**src/rtl/clkdiv_pkg.sv**
```systemverilog
package clkdiv_pkg;

   localparam int unsigned BUS_CODES = 8;

   // Non-uniform bus ratio decode; the mix of 5 and 6 is why this is a table.
   function automatic int unsigned bus_div_ratio(input int unsigned code);
      case (code)
         0:       return 1;
         1:       return 2;
         2:       return 4;
         3:       return 5;
         4:       return 6;
         5:       return 8;
         6:       return 16;
         default: return 32;
      endcase
   endfunction

   function automatic int unsigned max_bus_ratio();
      int unsigned m;
      m = 1;
      for (int unsigned i = 0; i < BUS_CODES; i++) begin
         if (bus_div_ratio(i) > m) m = bus_div_ratio(i);
      end
      return m;
   endfunction

endpackage

```
**src/rtl/clkdiv_cfg_regs.sv**
```systemverilog
module clkdiv_cfg_regs #(
   parameter int unsigned BUS_SEL_W = 3,
   parameter int unsigned PER_SEL_W = 2
) (
   input  logic                 clk,
   input  logic                 rst_n,
   input  logic                 wr_stb,
   input  logic [1:0]           wr_field_en,
   input  logic [BUS_SEL_W-1:0] wr_bus_sel,
   input  logic [PER_SEL_W-1:0] wr_per_sel,
   input  logic                 boundary,
   output logic [BUS_SEL_W-1:0] pend_bus,
   output logic [PER_SEL_W-1:0] pend_per,
   output logic [BUS_SEL_W-1:0] act_bus,
   output logic [PER_SEL_W-1:0] act_per,
   output logic                 changed
);

   localparam int unsigned FLD_BUS = 0;
   localparam int unsigned FLD_PER = 1;

   logic wr_bus_hit;
   logic wr_per_hit;

   assign wr_bus_hit = wr_stb && wr_field_en[FLD_BUS];
   assign wr_per_hit = wr_stb && wr_field_en[FLD_PER];

   // pending copies, written by software at any time
   always_ff @(posedge clk or negedge rst_n) begin
      if (!rst_n) begin
         pend_bus <= '0;
         pend_per <= '0;
      end else begin
         if (wr_bus_hit) pend_bus <= wr_bus_sel;
         if (wr_per_hit) pend_per <= wr_per_sel;
      end
   end

   // active copies, moved only at a bus boundary
   always_ff @(posedge clk or negedge rst_n) begin
      if (!rst_n) begin
         act_bus <= '0;
         act_per <= '0;
      end else if (boundary) begin
         act_bus <= pend_bus;
         act_per <= pend_per;
      end
   end

   assign changed = (pend_bus != act_bus) || (pend_per != act_per);

   assert_active_hold_R6 : assert property (@(posedge clk) disable iff (!rst_n)
      !boundary |=> ($stable(act_bus) && $stable(act_per)));

   assert_bus_field_mask_R7 : assert property (@(posedge clk) disable iff (!rst_n)
      !(wr_stb && wr_field_en[FLD_BUS]) |=> $stable(pend_bus));

   assert_per_field_mask_R7 : assert property (@(posedge clk) disable iff (!rst_n)
      !(wr_stb && wr_field_en[FLD_PER]) |=> $stable(pend_per));

endmodule

```
**src/rtl/clkdiv_bus_stage.sv**
```systemverilog
module clkdiv_bus_stage #(
   parameter int unsigned BUS_SEL_W = 3
) (
   input  logic                 clk,
   input  logic                 rst_n,
   input  logic [BUS_SEL_W-1:0] next_sel,
   input  logic [BUS_SEL_W-1:0] act_sel,
   output logic                 bus_en
);

   localparam int unsigned NUM_SEL = 1 << BUS_SEL_W;
   localparam int unsigned MAX_DIV = clkdiv_pkg::max_bus_ratio();
   localparam int unsigned CNT_W   = (MAX_DIV > 1) ? $clog2(MAX_DIV) : 1;

   logic [CNT_W-1:0] ratio_m1 [NUM_SEL];
   logic [CNT_W-1:0] cnt;

   for (genvar g = 0; g < NUM_SEL; g++) begin : g_ratio
      assign ratio_m1[g] = CNT_W'(clkdiv_pkg::bus_div_ratio(g) - 1);
   end

   assign bus_en = (cnt == '0);

   always_ff @(posedge clk or negedge rst_n) begin
      if (!rst_n) begin
         cnt <= '0;
      end else if (bus_en) begin
         cnt <= ratio_m1[next_sel];
      end else begin
         cnt <= cnt - 1'b1;
      end
   end

   assert_count_step_R3 : assert property (@(posedge clk) disable iff (!rst_n)
      !bus_en |=> (cnt == CNT_W'($past(cnt) - 1'b1)));

   assert_count_within_ratio_R2 : assert property (@(posedge clk) disable iff (!rst_n)
      cnt <= ratio_m1[act_sel]);

endmodule

```
**src/rtl/clkdiv_per_stage.sv**
```systemverilog
module clkdiv_per_stage #(
   parameter int unsigned PER_SEL_W = 2
) (
   input  logic                 clk,
   input  logic                 rst_n,
   input  logic                 bus_en,
   input  logic                 restart,
   input  logic [PER_SEL_W-1:0] next_sel,
   input  logic [PER_SEL_W-1:0] act_sel,
   output logic                 per_en
);

   localparam int unsigned CNT_W = (1 << PER_SEL_W) - 1;

   logic [CNT_W:0]   next_lim;
   logic [CNT_W:0]   act_lim;
   logic [CNT_W-1:0] reload;
   logic [CNT_W-1:0] pcnt;

   assign next_lim = (CNT_W+1)'(1) << next_sel;
   assign act_lim  = (CNT_W+1)'(1) << act_sel;
   assign reload   = CNT_W'(next_lim - 1'b1);

   assign per_en = bus_en && (pcnt == '0);

   always_ff @(posedge clk or negedge rst_n) begin
      if (!rst_n) begin
         pcnt <= '0;
      end else if (bus_en) begin
         if (restart)           pcnt <= '0;
         else if (pcnt == '0)   pcnt <= reload;
         else                   pcnt <= pcnt - 1'b1;
      end
   end

   assert_pcount_hold_R4 : assert property (@(posedge clk) disable iff (!rst_n)
      !bus_en |=> $stable(pcnt));

   assert_pcount_within_ratio_R4 : assert property (@(posedge clk) disable iff (!rst_n)
      {1'b0, pcnt} < act_lim);

endmodule

```
**src/rtl/bus_clkdiv.sv**
```systemverilog
module bus_clkdiv #(
   parameter int unsigned BUS_SEL_W  = 3,
   parameter int unsigned PER_SEL_W  = 2,
   parameter bit          PER_DIV_EN = 1'b1
) (
   input  logic                 clk_src,
   input  logic                 rst_n,
   input  logic                 cfg_wr,
   input  logic [1:0]           cfg_field_en,
   input  logic [BUS_SEL_W-1:0] cfg_bus_div,
   input  logic [PER_SEL_W-1:0] cfg_per_div,
   output logic                 bus_en,
   output logic                 per_en,
   output logic [BUS_SEL_W-1:0] rd_bus_div,
   output logic [PER_SEL_W-1:0] rd_per_div
);

   if (BUS_SEL_W != 3) begin : g_bad_bus_w
      $error("bus_clkdiv: BUS_SEL_W must be 3 to match the ratio table");
   end
   if (PER_SEL_W < 1 || PER_SEL_W > 3) begin : g_bad_per_w
      $error("bus_clkdiv: PER_SEL_W must lie in 1..3");
   end

   logic [BUS_SEL_W-1:0] pend_bus;
   logic [PER_SEL_W-1:0] pend_per;
   logic [BUS_SEL_W-1:0] act_bus;
   logic [PER_SEL_W-1:0] act_per;
   logic                 cfg_changed;
   logic                 bus_pulse;

   clkdiv_cfg_regs #(
      .BUS_SEL_W (BUS_SEL_W),
      .PER_SEL_W (PER_SEL_W)
   ) u_cfg (
      .clk         (clk_src),
      .rst_n       (rst_n),
      .wr_stb      (cfg_wr),
      .wr_field_en (cfg_field_en),
      .wr_bus_sel  (cfg_bus_div),
      .wr_per_sel  (cfg_per_div),
      .boundary    (bus_pulse),
      .pend_bus    (pend_bus),
      .pend_per    (pend_per),
      .act_bus     (act_bus),
      .act_per     (act_per),
      .changed     (cfg_changed)
   );

   clkdiv_bus_stage #(
      .BUS_SEL_W (BUS_SEL_W)
   ) u_bus (
      .clk      (clk_src),
      .rst_n    (rst_n),
      .next_sel (pend_bus),
      .act_sel  (act_bus),
      .bus_en   (bus_pulse)
   );

   if (PER_DIV_EN) begin : g_per_div
      clkdiv_per_stage #(
         .PER_SEL_W (PER_SEL_W)
      ) u_per (
         .clk      (clk_src),
         .rst_n    (rst_n),
         .bus_en   (bus_pulse),
         .restart  (cfg_changed),
         .next_sel (pend_per),
         .act_sel  (act_per),
         .per_en   (per_en)
      );
   end else begin : g_per_tied
      assign per_en = bus_pulse;
   end

   assign bus_en     = bus_pulse;
   assign rd_bus_div = act_bus;
   assign rd_per_div = act_per;

   assert_unity_both_high_R9 : assert property (@(posedge clk_src) disable iff (!rst_n)
      (rd_bus_div == '0 && rd_per_div == '0) |-> (bus_en && per_en));

endmodule

```
**config.mk**
```make
export PLATFORM = sky130hd
export DESIGN_NAME = bus_clkdiv
export DESIGN_NICKNAME = d
export VERILOG_FILES = /design/src/rtl/clkdiv_pkg.sv /design/src/rtl/clkdiv_cfg_regs.sv /design/src/rtl/clkdiv_bus_stage.sv /design/src/rtl/clkdiv_per_stage.sv /design/src/rtl/bus_clkdiv.sv
export SDC_FILE = /design/constraint.sdc
export NUM_CORES = 1
export LEC_CHECK = 0
export ABC_CLOCK_PERIOD_IN_PS = 2200
export BUFFER_PORTS_ARGS = -buffer_cell sky130_fd_sc_hd__buf_2
export CELL_PAD_IN_SITES_DETAIL_PLACEMENT = 0
export CELL_PAD_IN_SITES_GLOBAL_PLACEMENT = 1
export CORE_MARGIN = 1
export CORE_UTILIZATION = 42
export CTS_BUF_LIST = sky130_fd_sc_hd__clkbuf_16
export DETAILED_ROUTE_END_ITERATION = 12
export PLACE_DENSITY_LB_ADDON = 0.1
export SKIP_LAST_GASP = 1
export SYNTH_ARGS = -nofsm -noshare
export SYNTH_HDL_FRONTEND = slang
export SYNTH_HIERARCHICAL = 1
export SYNTH_SLANG_ARGS = --single-unit
```
**constraint.sdc**
```tcl
create_clock -name clk_src -period 2.2 [get_ports clk_src]
set_input_delay 0.44 -clock clk_src [delete_from_list [all_inputs] [get_ports clk_src]]
set_output_delay 0.44 -clock clk_src [all_outputs]
set_load 0.03 [all_outputs]
```
==> metrics.csv <==
stage,metric,value,unit
layout,register area,450,sq um
sta,period utilisation layout,95.1,%
synth,Syn Nets,88,
layout,multi-input logic area,465,sq um
critical_path,R2R Setup Slk,0.60,ns
sta,fmax,478,MHz
routing,Via Count,628,
clock_network,Skew-Pair Late Insertion Delay,0.25,ns
clock_network,Post-CTS Hold Buffers,0,
synth,Yosys cell types,20,
grt,first-pass GRT wire length,2.68,mm
floorplan,FP Rows,16,
flow_run,max-cap viol count,0,
outcome,outcome,completed,
clock_network,CTS Buf Count,3,
routing,vias per std cell,5.11,
synth,synthesized area per cell,12.1,sq um
grt,largest net degree at the start of global routing,19,
synth,"Seq/Total Area, Yosys",49.5,%
clock_network,clock net sink count,18,
placed_design,Final HPWL DP,1.09,mm
sta,RSZ-0062 raised after global routing,false,
clock_network,CTS tree,built,
grt,Total Routing Usage GR,14.9,%
sta,Setup TNS,0,ns
placed_design,placed cell area,0.00105,sq mm
routing,Antenna Nets Post-Route,0,
synth,Post-Syn Instances,75,
sta,Clock Skews,0.00193,ns
sta,Rel. slew slack,73.4,%
placed_design,gp weighted congestion,0.761,
layout,"commonest non-fill, non-tap cell in the layout",dfrtp_1,
clock_network,Root Driver,clkbuf_16,
floorplan,overall die height,48.5,um
floorplan,IO Pins,17,
routing,routed len/inst,12.2,um
routing,Routed Wire Length,1.50,mm
layout,Fillers,183,
clock_network,CTS resizes,0,
critical_path,Critical Path Start,u_bus/cnt[0]$_DFF_PN0_,
power,Worst VDD drop,0.690,mV
critical_path,CP max FO,5,
power,P_leak,0.505,nW
layout,fraction of layout cells with a size suffix above 1,38.5,%
floorplan,Starting Density,45.4,%
synth,synth warn,6,
critical_path,FF-to-FF path depth,5,
synth,Netlist Area Pre-Place,910,sq um
power,Overall Power,1.66,mW
sta,Pins Over Slew Limit,0,
min_path,Worst Hold Class,input port to asynchronous set/reset pin,
layout,Total Nets Final,110,
grt,vias in the first global route,605,
clock_network,Clock Tree Buf Depth,2,
routing,DR iter-0 viols,5,
layout,area grow syn2layout,23.9,%
floorplan,die area,0.00236,sq mm
sta,Final setup viols,0,
synth,Yosys reg bits,18,
critical_path,CP arrival,1.65,ns
layout,most frequent cells in the layout,"dfrtp_1, buf_2, mux2_2, nor2_1, nand2_1",
routing,router iterations before antenna repair,5,
layout,fin cells,123,
floorplan,Core Region,0.00200,sq mm
grt,global route overflow,0,
sta,worst-margin pin slew,0.399,ns
critical_path,Setup CP Type,flop to primary output,
critical_path,element type at the critical path start,flop,
power,PD cells,1480,mW/mm^2
sta,Tmin final,2.09,ns
routing,drt drc,0,
sta,Final Hold Fails,0,
floorplan,chip width,48.5,um
clock_network,htree depth,1,
grt,initial antenna violation count,0,
clock_network,Post-CTS Setup Bufs,0,
clock_network,"Reg clk slew, reported paths",0.05,ns
placed_design,count of input and output buffers,16,
critical_path,r2r startpoint,u_bus/cnt[0]$_DFF_PN0_,
critical_path,Critical Path Sink Type,primary output,
critical_path,worst endpoint required time,1.76,ns
layout,fin area,0.00113,sq mm
layout,ant diodes,0,
placed_design,dpl cells,119,
-- cells by family (layout without fill, tap and decap cells) --
logic type / Yosys count / after routing / share of synthesized area, %
AND/OR/NAND/NOR: 23 / 23 / 16.0
flip-flops: 18 / 18 / 49.5
multiplexers: 15 / 15 / 18.0
XOR/XNOR: 7 / 7 / 6.74
AO/OA/AOI/OAI: 6 / 6 / 4.40
adder cells (fa/ha/maj): 3 / 3 / 4.13
buffers and inverters: 3 / 24 / 1.24
-- flip-flops by register name, indices dropped and copies added (netlist names) --
signal                cells
g_per_div.u_per/pcnt      3
u_bus/cnt                 5
u_cfg/act_bus             3
u_cfg/act_per             2
u_cfg/pend_bus            3
u_cfg/pend_per            2
-- path summary, 6_finish.rpt --
path	end
setup / recovery	per_en
hold / removal	u_cfg/act_per[0]$_DFFE_PN0P_
setup reg to reg	u_cfg/act_per[1]$_DFFE_PN0P_
hold reg to reg	u_cfg/act_bus[0]$_DFFE_PN0P_
max in group asynchronous	u_bus/cnt[3]$_DFF_PN0_
min in group clk_src	u_cfg/pend_per[0]$_DFFE_PN0P_
-- synth_stat cells --
| master | count | area share [%] |
|---|---|---|
| a21oi_1 | 2 | 1.1 |
| a22o_1 | 2 | 1.9 |
| dfrtp_1 | 18 | 50 |
| ha_1 | 3 | 4.1 |
| inv_1 | 3 | 1.2 |
| mux2_2 | 11 | 14 |
| mux2i_1 | 4 | 4.4 |
| nand2_1 | 5 | 2.1 |
| nand2_2 | 1 | 0.69 |
| nand2b_1 | 1 | 0.69 |
| nand3_1 | 1 | 0.55 |
| nor2_1 | 8 | 3.3 |
| nor3_1 | 2 | 1.1 |
| nor4_1 | 2 | 1.4 |
| nor4b_1 | 1 | 0.96 |
| nor4b_4 | 2 | 5.2 |
| o21ai_0 | 1 | 0.55 |
| o31ai_1 | 1 | 0.83 |
| xnor2_1 | 4 | 3.9 |
| xor2_1 | 3 | 2.9 |
-- stage by stage --
step / setup slack (ns) / util [%] / hold slack, ns
after floorplan: -0.246 / - / 0.144
after global placement: 0.387 / 52.4 / 0.393
after detailed placement: 0.364 / 52.4 / 0.390
after CTS: 0.100 / 56.3 / 0.125
after global routing: 0.0150 / 56.3 / 0.147
final: 0.108 / 56.3 / 0.114
-- critical path: stages (launching register included) --
cell     delay (ns)
dfrtp_1        0.37
inv_1          0.08
ha_2           0.20
nor4b_4        0.23
inv_2          0.11
nor4_4         0.19
buf_2          0.23
-- metal layers --
layer | wire length (um) | share of wire [%] | global-route usage, % | up-vias
li1 | - | - | - | 307
met1 | 750 | 50 | 20.2 | 296
met2 | 646 | 43 | 22.8 | 21
met3 | 75 | 5.0 | 3.14 | 4
met4 | 23 | 1.5 | 7.35 | 0
met5 | 0 | 0 | 0 | -
-- where the power goes --
| part | switching (mW) | leakage (nW) | internal, mW | total, mW |
|---|---|---|---|---|
| sequential | 0.160 | 0.221 | 0.463 | 0.623 |
| clock | 0.118 | 0.0385 | 0.241 | 0.359 |
| combinational | 0.355 | 0.246 | 0.327 | 0.682 |
-- final cells by class --
| type | count | area share, % |
|---|---|---|
| Clock buffer | 3 | 6.66 |
| Clock inverter | 1 | 0.333 |
| Inverter | 3 | 0.999 |
| Multi-Input combinational cell | 54 | 41.3 |
| Sequential cell | 18 | 40.0 |
| Tap cell | 27 | 3.00 |
| Timing Repair Buffer | 17 | 7.77 |
(Power assumes the default switching activity.)
